--- config.mk ---
export PLATFORM = sky130hd
export DESIGN_NAME = pport_mux_bus
export DESIGN_NICKNAME = d
export VERILOG_FILES = /design/src/rtl/pport_pkg.sv /design/src/rtl/pport_upper_track.sv /design/src/rtl/pport_seq.sv /design/src/rtl/pport_pins.sv /design/src/rtl/pport_mux_bus.sv
export SDC_FILE = /design/constraint.sdc
export NUM_CORES = 1
export LEC_CHECK = 0
export BUFFER_PORTS_ARGS = -buffer_cell sky130_fd_sc_hd__buf_2
export CORE_MARGIN = 2
export CORE_UTILIZATION = 50
export CTS_CLUSTER_DIAMETER = 200
export DETAILED_ROUTE_END_ITERATION = 10
export GPL_TIMING_DRIVEN = 1
export PLACE_DENSITY = 0.79
export SLEW_MARGIN = 40
export SYNTH_ARGS = -nofsm -noshare
export SYNTH_HDL_FRONTEND = slang
export SYNTH_HIERARCHICAL = 1
export SYNTH_SLANG_ARGS = --single-unit
--- constraint.sdc ---
create_clock -name clk -period 4.8 [get_ports clk]
set_clock_uncertainty 0.1 [all_clocks]
set_input_delay 0.24 -clock clk [delete_from_list [all_inputs] [get_ports clk]]
set_output_delay 0.24 -clock clk [all_outputs]
set_load 0.005 [all_outputs]
--- src/rtl/pport_pkg.sv ---
// Shared types for the multiplexed parallel port.
// Assumes: one bus phase is active per clock.
package pport_pkg;

    typedef enum logic [2:0] {
        PH_IDLE = 3'd0,
        PH_ADDR = 3'd1,
        PH_TURN = 3'd2,
        PH_DATA = 3'd3,
        PH_REL  = 3'd4
    } pport_phase_e;

endpackage

--- src/rtl/pport_upper_track.sv ---
// Remembers the upper address field last presented to the external latch.
// Decides whether the access being offered needs an address phase.
// Assumes: a load happens only at acceptance of an 8-bit access.
module pport_upper_track #(
    parameter int UP_W = 16
) (
    input  logic            clk,
    input  logic            rst_n,
    input  logic            cfg_wide,
    input  logic            flag_mode,
    input  logic            accept,
    input  logic [UP_W-1:0] req_upper,
    output logic            need_ale
);

    logic            valid_q;
    logic [UP_W-1:0] upper_q;
    logic            prev_wide_q;
    logic            prev_flag_q;
    logic            mode_chg;
    logic            load;

    // Detect a mode change against the previous clock's configuration.
    always_comb begin
        mode_chg = (cfg_wide != prev_wide_q) || (flag_mode != prev_flag_q);
        load     = accept && !cfg_wide;
        need_ale = cfg_wide || !valid_q || mode_chg || (req_upper != upper_q);
    end

    // Hold the stored upper field and its validity; a fresh load wins over invalidation.
    always_ff @(posedge clk) begin
        if (!rst_n) begin
            valid_q     <= 1'b0;
            upper_q     <= '0;
            prev_wide_q <= 1'b0;
            prev_flag_q <= 1'b0;
        end else begin
            prev_wide_q <= cfg_wide;
            prev_flag_q <= flag_mode;
            if (load) begin
                valid_q <= 1'b1;
                upper_q <= req_upper;
            end else if (mode_chg) begin
                valid_q <= 1'b0;
            end
        end
    end

    // after a mode change with no load, the next offered access needs an address phase.
    assert_mode_change_forces_ale_R4: assert property (
        @(posedge clk) disable iff (!rst_n)
        (mode_chg && !load) |=> need_ale);

endmodule

--- src/rtl/pport_seq.sv ---
// Bus phase sequencer: address, turnaround, data with wait clocks, release.
// Latches the request at acceptance.
// Assumes: cfg_wait and cfg_wide are only meaningful at acceptance.
module pport_seq
    import pport_pkg::*;
#(
    parameter int ADDR_W = 24,
    parameter int DATA_W = 16,
    parameter int WAIT_W = 4
) (
    input  logic              clk,
    input  logic              rst_n,
    input  logic              flag_mode,
    input  logic              cfg_wide,
    input  logic [WAIT_W-1:0] cfg_wait,
    input  logic              req_valid,
    input  logic              req_write,
    input  logic [ADDR_W-1:0] req_addr,
    input  logic [DATA_W-1:0] req_wdata,
    input  logic              need_ale,
    output logic              req_ready,
    output logic              accept,
    output pport_phase_e      phase,
    output logic              last_data,
    output logic              txn_write,
    output logic              txn_wide,
    output logic [ADDR_W-1:0] txn_addr,
    output logic [DATA_W-1:0] txn_wdata
);

    logic [WAIT_W-1:0] cnt_q;

    // Ready and acceptance depend only on the idle phase and flag mode.
    always_comb begin
        req_ready = (phase == PH_IDLE) && !flag_mode;
        accept    = req_ready && req_valid;
        last_data = (phase == PH_DATA) && (cnt_q == '0);
    end

    // Advance through the bus phases; flag mode parks the port at idle.
    always_ff @(posedge clk) begin
        if (!rst_n) begin
            phase     <= PH_IDLE;
            cnt_q     <= '0;
            txn_write <= 1'b0;
            txn_wide  <= 1'b0;
            txn_addr  <= '0;
            txn_wdata <= '0;
        end else if (flag_mode) begin
            phase <= PH_IDLE;
        end else begin
            case (phase)
                PH_IDLE: begin
                    if (accept) begin
                        txn_write <= req_write;
                        txn_wide  <= cfg_wide;
                        txn_addr  <= req_addr;
                        txn_wdata <= req_wdata;
                        cnt_q     <= cfg_wait;
                        phase     <= need_ale ? PH_ADDR : PH_DATA;
                    end
                end
                PH_ADDR: phase <= PH_TURN;
                PH_TURN: phase <= PH_DATA;
                PH_DATA: begin
                    if (cnt_q == '0) phase <= PH_REL;
                    else             cnt_q <= cnt_q - 1'b1;
                end
                default: phase <= PH_IDLE;
            endcase
        end
    end

    // a 16-bit access always opens with an address phase.
    assert_wide_emits_ale_R2: assert property (
        @(posedge clk) disable iff (!rst_n)
        (accept && cfg_wide) |=> (phase == PH_ADDR));

    // the port reports busy right after it takes a request.
    assert_busy_after_accept_R10: assert property (
        @(posedge clk) disable iff (!rst_n)
        accept |=> !req_ready);

    // flag mode leaves the sequencer parked at idle.
    assert_flag_parks_R9: assert property (
        @(posedge clk) disable iff (!rst_n)
        flag_mode |=> (phase == PH_IDLE));

endmodule

--- src/rtl/pport_pins.sv ---
// Pin driver: maps the bus phase onto the shared pins, the output enable and the strobes.
// Captures read data at the last data clock.
// Assumes: DATA_W is even and the upper address field is DATA_W bits wide.
module pport_pins
    import pport_pkg::*;
#(
    parameter int ADDR_W = 24,
    parameter int DATA_W = 16
) (
    input  logic              clk,
    input  logic              rst_n,
    input  pport_phase_e      phase,
    input  logic              last_data,
    input  logic              txn_write,
    input  logic              txn_wide,
    input  logic [ADDR_W-1:0] txn_addr,
    input  logic [DATA_W-1:0] txn_wdata,
    input  logic              ale_low,
    input  logic [DATA_W-1:0] pad_in,
    output logic [DATA_W-1:0] pad_out,
    output logic              pad_oe,
    output logic              ale_o,
    output logic              rd_n,
    output logic              wr_n,
    output logic              rsp_valid,
    output logic [DATA_W-1:0] rsp_rdata
);

    localparam int LO_W = DATA_W / 2;

    logic [DATA_W-1:0] addr_word;
    logic [DATA_W-1:0] data_word;
    logic              in_data;

    // Select the pin word for the address and data phases.
    always_comb begin
        addr_word = txn_wide ? txn_addr[DATA_W-1:0] : txn_addr[ADDR_W-1 -: DATA_W];
        data_word = txn_wide ? txn_wdata : {txn_addr[LO_W-1:0], txn_wdata[LO_W-1:0]};
        in_data   = (phase == PH_DATA);
    end

    // Drive the pins, the enable and the strobes from the current phase.
    always_comb begin
        ale_o   = (phase == PH_ADDR) ^ ale_low;
        rd_n    = !(in_data && !txn_write);
        wr_n    = !(in_data && txn_write);
        pad_oe  = 1'b0;
        pad_out = '0;
        case (phase)
            PH_ADDR: begin
                pad_oe  = 1'b1;
                pad_out = addr_word;
            end
            PH_DATA, PH_REL: begin
                pad_oe  = txn_write;
                pad_out = txn_write ? data_word : '0;
            end
            default: ;
        endcase
    end

    // Capture read data at the end of the last data clock.
    always_ff @(posedge clk) begin
        if (!rst_n) begin
            rsp_valid <= 1'b0;
            rsp_rdata <= '0;
        end else begin
            rsp_valid <= last_data && !txn_write;
            if (last_data && !txn_write)
                rsp_rdata <= txn_wide ? pad_in : {{LO_W{1'b0}}, pad_in[LO_W-1:0]};
        end
    end

    // read data is returned as a single-clock pulse.
    assert_rsp_pulse_R6: assert property (
        @(posedge clk) disable iff (!rst_n)
        rsp_valid |=> !rsp_valid);

    // the clock after an address phase is a quiet turnaround.
    assert_ale_then_quiet_R2: assert property (
        @(posedge clk) disable iff (!rst_n)
        (phase == PH_ADDR) |=> (rd_n && wr_n && !pad_oe));

    // read and write strobes are never active together.
    assert_strobes_exclusive_R5: assert property (
        @(posedge clk) disable iff (!rst_n)
        !(!rd_n && !wr_n));

endmodule

--- src/rtl/pport_mux_bus.sv ---
// Top of the multiplexed address/data parallel port master.
// Assumes: configuration other than strobe polarity changes only while idle.
module pport_mux_bus
    import pport_pkg::*;
#(
    parameter int ADDR_W = 24,
    parameter int DATA_W = 16,
    parameter int WAIT_W = 4
) (
    input  logic              clk,
    input  logic              rst_n,
    input  logic              cfg_wide,
    input  logic              cfg_flag_mode,
    input  logic              cfg_ale_low,
    input  logic [WAIT_W-1:0] cfg_wait,
    input  logic              req_valid,
    output logic              req_ready,
    input  logic              req_write,
    input  logic [ADDR_W-1:0] req_addr,
    input  logic [DATA_W-1:0] req_wdata,
    output logic              rsp_valid,
    output logic [DATA_W-1:0] rsp_rdata,
    input  logic [DATA_W-1:0] pad_in,
    output logic [DATA_W-1:0] pad_out,
    output logic              pad_oe,
    output logic              ale_o,
    output logic              rd_n,
    output logic              wr_n
);

    localparam int UP_W = ADDR_W - DATA_W / 2;

    logic              accept;
    logic              need_ale;
    logic              last_data;
    logic              txn_write;
    logic              txn_wide;
    logic [ADDR_W-1:0] txn_addr;
    logic [DATA_W-1:0] txn_wdata;
    pport_phase_e      phase;

    pport_upper_track #(.UP_W(UP_W)) u_track (
        .clk       (clk),
        .rst_n     (rst_n),
        .cfg_wide  (cfg_wide),
        .flag_mode (cfg_flag_mode),
        .accept    (accept),
        .req_upper (req_addr[ADDR_W-1 -: UP_W]),
        .need_ale  (need_ale)
    );

    pport_seq #(.ADDR_W(ADDR_W), .DATA_W(DATA_W), .WAIT_W(WAIT_W)) u_seq (
        .clk       (clk),
        .rst_n     (rst_n),
        .flag_mode (cfg_flag_mode),
        .cfg_wide  (cfg_wide),
        .cfg_wait  (cfg_wait),
        .req_valid (req_valid),
        .req_write (req_write),
        .req_addr  (req_addr),
        .req_wdata (req_wdata),
        .need_ale  (need_ale),
        .req_ready (req_ready),
        .accept    (accept),
        .phase     (phase),
        .last_data (last_data),
        .txn_write (txn_write),
        .txn_wide  (txn_wide),
        .txn_addr  (txn_addr),
        .txn_wdata (txn_wdata)
    );

    pport_pins #(.ADDR_W(ADDR_W), .DATA_W(DATA_W)) u_pins (
        .clk       (clk),
        .rst_n     (rst_n),
        .phase     (phase),
        .last_data (last_data),
        .txn_write (txn_write),
        .txn_wide  (txn_wide),
        .txn_addr  (txn_addr),
        .txn_wdata (txn_wdata),
        .ale_low   (cfg_ale_low),
        .pad_in    (pad_in),
        .pad_out   (pad_out),
        .pad_oe    (pad_oe),
        .ale_o     (ale_o),
        .rd_n      (rd_n),
        .wr_n      (wr_n),
        .rsp_valid (rsp_valid),
        .rsp_rdata (rsp_rdata)
    );

endmodule

==> impl_metrics.tcl, run 1 <==
set metrics [dict create \
    synth_top_cell_area_share_pct 42.4 \
    clock-sinks 85 \
    die_x_um 93.5 \
    power.total_uw 1370 \
    wl_met2_mm 4.46 \
    top_layer_used "met4" \
    die_y_um 93.5 \
    post-dp-hpwl_mm 6.78 \
    postCtsSetupRepairBufs 0 \
    pwr-share-clk_pct 34.8 \
    cts_max_level 3 \
    holdCritPathClass "primary input to flop" \
    timing.final.ws_setup_ns 2.12 \
    ios 105 \
    pre_cts_slack_ns 1.94 \
    clock.fmax_mhz 373 \
    hold_viol_final 0 \
    detail_route.iter0.violations 177 \
    internal_power_uw 1040 \
    power_density_nw_per_um2 294 \
    critical_path.max_fanout 44 \
    regToRegStartpoint "u_seq/phase[1]" \
    area_growth_syn_to_layout_pct 16.4 \
    clk_latency_ns 0.34 \
    maxSlewHeadroom_pct 42.6 \
    yosys.area_share.xor_xnor_pct 4.15 \
    number_of_nets_in_the_final_layout 621 \
    remaining_drc_errors 0 \
    sequential_to_total_area_share_from_yosys_stat_pct 42.4 \
    worstRegToRegCells 7 \
    globalplace.congestion 0.801 \
    mappedNetlistArea_um2 4010 \
    yosys_warns 6 \
    grt_use_total_pct 22.1 \
    synth_mux_area_share_pct 5.99 \
    starting_density_pct 51.6 \
    synth.area.top_cells "sky130_fd_sc_hd__dfxtp_1 42%, sky130_fd_sc_hd__nand2_1 14%, sky130_fd_sc_hd__a21boi_1 9.7%" \
    critPathMaxStageDelay_ns 0.44 \
    critPathLaunchType "flop" \
    post_drt_wl_per_cell_um 14.7 \
    drt.antenna.violating_nets 0 \
    slowest_library_cell_on_the_worst_path "sky130_fd_sc_hd__nand2b_1" \
    combPwrFrac_pct 10.7 \
    synth.distinct_cells 46 \
    max-vdd-ir-drop_uv 143 \
    fill_cells 698 \
    final_core_utilization_pct 60.1 \
    final_setup_viols 0 \
    grt_setup_unrepaired "no" \
    cts_repair_resize_count 0 \
    number_of_buffer_cells_added_on_primary_ports 104 \
    final.period_utilization_pct 55.8 \
    synth_top_family_by_area "simple AND/OR/NAND/NOR gates" \
    grt_start_max_net_pins 85 \
    end_kind "flop" \
    worst_setup_hold_path_clk_slew_ns 0.08 \
    syn_inst 465 \
    leakage_uw 0.00186 \
    synth_simple_gate_area_share_pct 21.2 \
    run_status "finished clean" \
    power.net_switching_uw 333 \
    footprint_of_the_multi_input_gates_um2 2100 \
    ys_ff_latch 85 \
    least_margin_pin_slew_ns 0.859 \
    hold_path_startpoint "req_addr[5]" \
    critical_path_class "flop to flop" \
    synthesized_area_per_cell_um2 8.62 \
    number_of_antenna_violations_at_the_first_check_in_global_routing 0 \
    die_area_um2 8750 \
    cp_data_arrival_time_ns 2.80 \
    finalWorstPathRequiredPeriod_ns 2.68 \
    switching_fraction_of_total_power_pct 24.2 \
    route.vias.total 3464 \
    grt.overflow.total 0 \
    hold_buffers 0 \
    cp_cell_sequence "nor4_4, nand2_4, inv_2, buf_4, nand2b_1, nand2_1, a21boi_0" \
    routedLengthMet1_mm 4.31 \
    hold_path_depth 3 \
    detail_route.first_pass.iterations 4 \
    grt_first_pass_wirelength_mm 15.3 \
    floorplan.core_area_um2 7770 \
    tns_ns 0 \
    met3_wirelength_um 656 \
    regArea_um2 1700 \
    max-cap-violations 0 \
    syn-num-nets 534 \
    timing.critical_path.required_ns 4.93 \
    post_route_cells_drive_above_1_share_pct 23.5 \
    antenna_cells_inserted 0 \
    final_max_slew_viol_count 0 \
    synth_fa_ha_area_share_pct 0.624 \
    grt_pass1_vias 3227 \
    sequentialPowerShare_pct 54.5 \
    cp-startpoint "u_seq/phase[1]" \
    rows 32 \
    clock_tree_from_tritoncts "built" \
    routed_via_density 5.29 \
    cts_root_buf "sky130_fd_sc_hd__clkbuf_8" \
    drt_wl_total_mm 9.62 \
    clock_buffer_count_from_cts 9 \
    synth-compound-area-share_pct 20.2 \
    cts_buffer_depth 2 \
    synth_area_leader "sky130_fd_sc_hd__dfxtp_1" \
]
[worst max-delay path: cells and delay by family, from the launching register on]
kind,cells,cell delay [ns]
AO/OA/AOI/OAI,1,0.11
AND/OR/NAND/NOR,4,1.41
buffers and inverters,2,0.52
flip-flops,1,0.40
[worst paths after layout]
check,endpoint,slack [ns]
hold reg to reg,u_seq/txn_addr[20],0.36
setup / recovery,u_track/upper_q[8],2.12
hold / removal,u_seq/txn_addr[5],0.03
setup reg to reg,u_track/upper_q[8],2.12
[through the flow]
step,cells,cell area (um2),hold WS [ns]
after floorplan,465,4010,0.262
after global placement,643,4480,0.340
after detailed placement,643,4490,0.348
after CTS,655,4660,0.0166
after global routing,655,4670,0.0164
final,655,4670,0.0293
[Yosys cell counts, drive strengths merged]
master,instances
nand2,148
dfxtp,85
a21boi,77
mux2i,24
buf,19
clkbuf,12
xor2,12
nand3,9
o22ai,8
o2bb2ai,8
xnor2,7
nor2,6
inv,5
nor4,5
and2,4
a21oi,3
nand2b,3
nor2b,3
o21ai,3
a211o,2
and3b,2
ha,2
nand3b,2
nand4,2
nor3,2
o21a,2
or3b,2
a21o,1
a31oi,1
a32oi,1
and3,1
and4bb,1
nand4b,1
or2,1
or3,1
[flip-flops by register name (all words and copies together), names as in the netlist]
name and cells:
u_track/prev_flag_q 1, u_seq/txn_write 1, u_seq/txn_addr 24, u_seq/txn_wide 1
u_seq/txn_wdata 16, u_track/valid_q 1, u_seq/phase 3, u_pins/rsp_valid 1
u_seq/cnt_q 4, u_track/prev_wide_q 1, u_pins/rsp_rdata 16, u_track/upper_q 16
[routing by layer]
metal / vias up / track usage, %
met4: 0 / 7.73
li1: 1733 / -
met5: - / 0
met3: 15 / 5.72
met2: 115 / 34.8
met1: 1601 / 29.4
[kinds of logic after synthesis]
kind of cell    Yosys count
mux                      24
flops                    85
xor+xnor                 19
buf+inv                  36
compound gates          106
fa+ha+maj                 2
simple gates            193
[cell type report]
class | instances | share of cell area [%]
well taps | 102 | 2.73
inverters | 5 | 0.402
multi-input cells | 344 | 45.0
clock inverters | 2 | 0.804
repair buffers | 107 | 11.6
clock buffers | 10 | 2.95
flip-flops and latches | 85 | 36.5
[layout by cell type (no fill, tap or decap), types with 2 or more instances in the layout]
cell | synthesis | final
sky130_fd_sc_hd__o22ai_1 | 8 | 8
sky130_fd_sc_hd__and2_1 | 3 | 3
sky130_fd_sc_hd__nand3b_1 | 2 | 2
sky130_fd_sc_hd__mux2i_1 | 24 | 24
sky130_fd_sc_hd__o21a_1 | 2 | 2
sky130_fd_sc_hd__xor2_1 | 12 | 12
sky130_fd_sc_hd__a21boi_1 | 52 | 52
sky130_fd_sc_hd__a211o_1 | 2 | 2
sky130_fd_sc_hd__buf_2 | 9 | 104
sky130_fd_sc_hd__a21boi_0 | 25 | 25
sky130_fd_sc_hd__and3b_1 | 2 | 2
sky130_fd_sc_hd__nor4_1 | 4 | 4
sky130_fd_sc_hd__xnor2_1 | 7 | 7
sky130_fd_sc_hd__nand2_1 | 147 | 147
sky130_fd_sc_hd__nand4_1 | 2 | 2
sky130_fd_sc_hd__nand2b_1 | 3 | 3
sky130_fd_sc_hd__nand3_1 | 9 | 9
sky130_fd_sc_hd__buf_4 | 3 | 3
sky130_fd_sc_hd__nor2b_2 | 0 | 2
sky130_fd_sc_hd__ha_1 | 2 | 2
sky130_fd_sc_hd__dfxtp_1 | 85 | 85
sky130_fd_sc_hd__a21oi_1 | 3 | 3
sky130_fd_sc_hd__inv_1 | 4 | 4
sky130_fd_sc_hd__o21ai_0 | 3 | 3
sky130_fd_sc_hd__clkbuf_8 | 0 | 10
sky130_fd_sc_hd__nor2_1 | 6 | 6
sky130_fd_sc_hd__o2bb2ai_1 | 7 | 7
sky130_fd_sc_hd__nor3_1 | 2 | 2
[power groups by stage]
stage / sequential, uW / clock, uW / combinational [uW]
floorplan: 758 / 0 / 98.2
global placement: 764 / 0 / 143
detailed placement: 766 / 0 / 146
CTS: 749 / 486 / 146
global route: 753 / 521 / 162
finish: 749 / 478 / 147
Power figures use the tool's default switching activity.
==> run 2, diff against run 1 <==
clock period = 2.6 ns   (was 4.8 ns; I/O delays follow)
==> run 2 against run 1 <==
Die area did not move; worst hold slack improved by 0.0068 ns; sequential share of layout area fell by 4.7 points; clock power rose to 2.5 times the previous value; clock-buffer cell count did not move; wire length rose by 6.9%.
==> impl_metrics.tcl, run 2 (synthesis results as in run 1) <==
set metrics [dict create \
    remaining_drc_errors 0 \
    critical_path.max_fanout 18 \
    post_drt_wl_per_cell_um 14.2 \
    ios 105 \
    drt.antenna.violating_nets 0 \
    critical_path_class "flop to output port" \
    starting_density_pct 51.6 \
    postCtsSetupRepairBufs 0 \
    clock_buffer_count_from_cts 9 \
    max-vdd-ir-drop_uv 301 \
    maxSlewHeadroom_pct 49.3 \
    clk_latency_ns 0.34 \
    least_margin_pin_slew_ns 0.761 \
    antenna_cells_inserted 0 \
    instances_no_fill 722 \
    route.vias.total 3735 \
    placed_cells_incl_taps 647 \
    rows 32 \
    number_of_buffer_cells_added_on_primary_ports 104 \
    final.period_utilization_pct 89.6 \
    detail_route.first_pass.iterations 6 \
    clock_tree_from_tritoncts "built" \
    post_route_cells_drive_above_1_share_pct 21.8 \
    die_x_um 93.5 \
    number_of_nets_in_the_final_layout 684 \
    grt.overflow.total 0 \
    worst_setup_hold_path_clk_slew_ns 0.08 \
    detail_route.iter0.violations 186 \
    sequentialPowerShare_pct 47.2 \
    postPlaceCellArea_um2 4510 \
    cts_root_buf "sky130_fd_sc_hd__clkbuf_8" \
    globalplace.congestion 0.811 \
    cp_data_arrival_time_ns 2.10 \
    finalWorstPathRequiredPeriod_ns 2.33 \
    run_status "finished clean" \
    cts_repair_resize_count 0 \
    timing.critical_path.required_ns 2.37 \
    critPathLaunchType "flop" \
    end_kind "output port" \
    combPwrFrac_pct 11.9 \
    tns_ns 0 \
    mostFrequentLayoutCell "sky130_fd_sc_hd__nand2_1" \
    number_of_antenna_violations_at_the_first_check_in_global_routing 0 \
    area_growth_syn_to_layout_pct 33.8 \
    pwr-share-clk_pct 40.9 \
    holdCritPathClass "primary input to flop" \
    die_y_um 93.5 \
    floorplan.core_area_um2 7770 \
    final_setup_viols 0 \
    die_area_um2 8750 \
    grt_first_pass_wirelength_mm 16.4 \
    grt_setup_unrepaired "no" \
    power_density_nw_per_um2 545 \
    switching_fraction_of_total_power_pct 22.3 \
    hold_viol_final 0 \
    internal_power_uw 2270 \
    drt_wl_total_mm 10.3 \
    routed_via_density 5.17 \
    layout.cells.most_common_list "147 x sky130_fd_sc_hd__nand2_1, 104 x sky130_fd_sc_hd__buf_2, 85 x sky130_fd_sc_hd__dfxtp_1" \
    power.net_switching_uw 652 \
    grt_start_max_net_pins 61 \
    hold_buffers 59 \
    largest_register "u_seq/txn_addr" \
    clock-sinks 85 \
    cts_buffer_depth 2 \
    grt_use_total_pct 23.4 \
    cts_max_level 3 \
    grt_pass1_vias 3620 \
    number_of_flip_flops_in_the_largest_register 24 \
    post-dp-hpwl_mm 6.80 \
    max-cap-violations 0 \
    final_max_slew_viol_count 0 \
    design_area_um2 5370 \
    clock.fmax_mhz 429 \
    leakage_uw 0.00217 \
]
[run 2: cell count changes in the layout (fill, tap and decap cells not counted), moves of 2 or more]
cell and delta:
sky130_fd_sc_hd__buf_4 +4, sky130_fd_sc_hd__bufinv_16 +3, sky130_fd_sc_hd__dlygate4sd3_1 +59, sky130_fd_sc_hd__nor2b_1 +2, sky130_fd_sc_hd__nor2b_2 -2
[run 2: worst paths after layout]
check | endpoint | cells past startpoint | slack [ns] | from
setup / recovery | pad_out[7] | 3 | 0.27 | u_seq/phase[0]
hold / removal | u_seq/cnt_q[2] | 4 | 0.04 | cfg_wait[2]
setup reg to reg | u_track/upper_q[15] | 7 | 0.31 | u_seq/phase[1]
hold reg to reg | u_seq/txn_wdata[1] | 2 | 0.36 | u_seq/txn_wdata[1]
[run 2: metrics by stage]
step | power, uW | worst slack [ns] | utilization [%] | hold WS, ns
final | 2920 | 0.269 | 69.1 | 0.0362
after global routing | 3030 | 0.105 | 69.1 | 0.0332
after CTS | 2950 | 0.283 | 69.1 | 0.0117
after detailed placement | 1680 | 0.334 | 58.1 | 0.278
after global placement | 1680 | 0.436 | 58.1 | 0.272
after floorplan | 1580 | 0.693 | - | 0.152
[run 2: layout make-up]
| cell class | count | area, um2 |
|---|---|---|
| Inverter | 5 | 18.8 |
| Clock buffer | 10 | 128 |
| Fill cell | 621 | 2400 |
| Tap cell | 102 | 128 |
| Sequential cell | 85 | 1700 |
| Clock inverter | 6 | 134 |
| Multi-Input combinational cell | 344 | 2090 |
| Timing Repair Buffer | 170 | 1160 |
[run 2: worst max-delay path, cell delays in order, from the launching register on]
cell                        delay (ns)
sky130_fd_sc_hd__dfxtp_1          0.52
sky130_fd_sc_hd__or3b_1           0.72
sky130_fd_sc_hd__o2bb2ai_1        0.35
sky130_fd_sc_hd__buf_2            0.16
[run 2: power groups by stage]
| stage | Clock [uW] | Sequential [uW] | Combinational (uW) |
|---|---|---|---|
| 5_1_grt | 1270 | 1380 | 381 |
| 2_1_floorplan | 0 | 1400 | 181 |
| 3_3_place_gp | 0 | 1410 | 271 |
| 3_5_place_dp | 0 | 1410 | 276 |
| 4_1_cts | 1220 | 1380 | 345 |
| 6_report | 1200 | 1380 | 348 |
[run 2: per-layer routing]
layer	GRT usage [%]	routed length [um]	part of all wire, %
met5	0	0	0
met4	6.28	144	1.4
met3	3.87	594	5.8
met2	42.0	5030	49
met1	28.9	4510	44
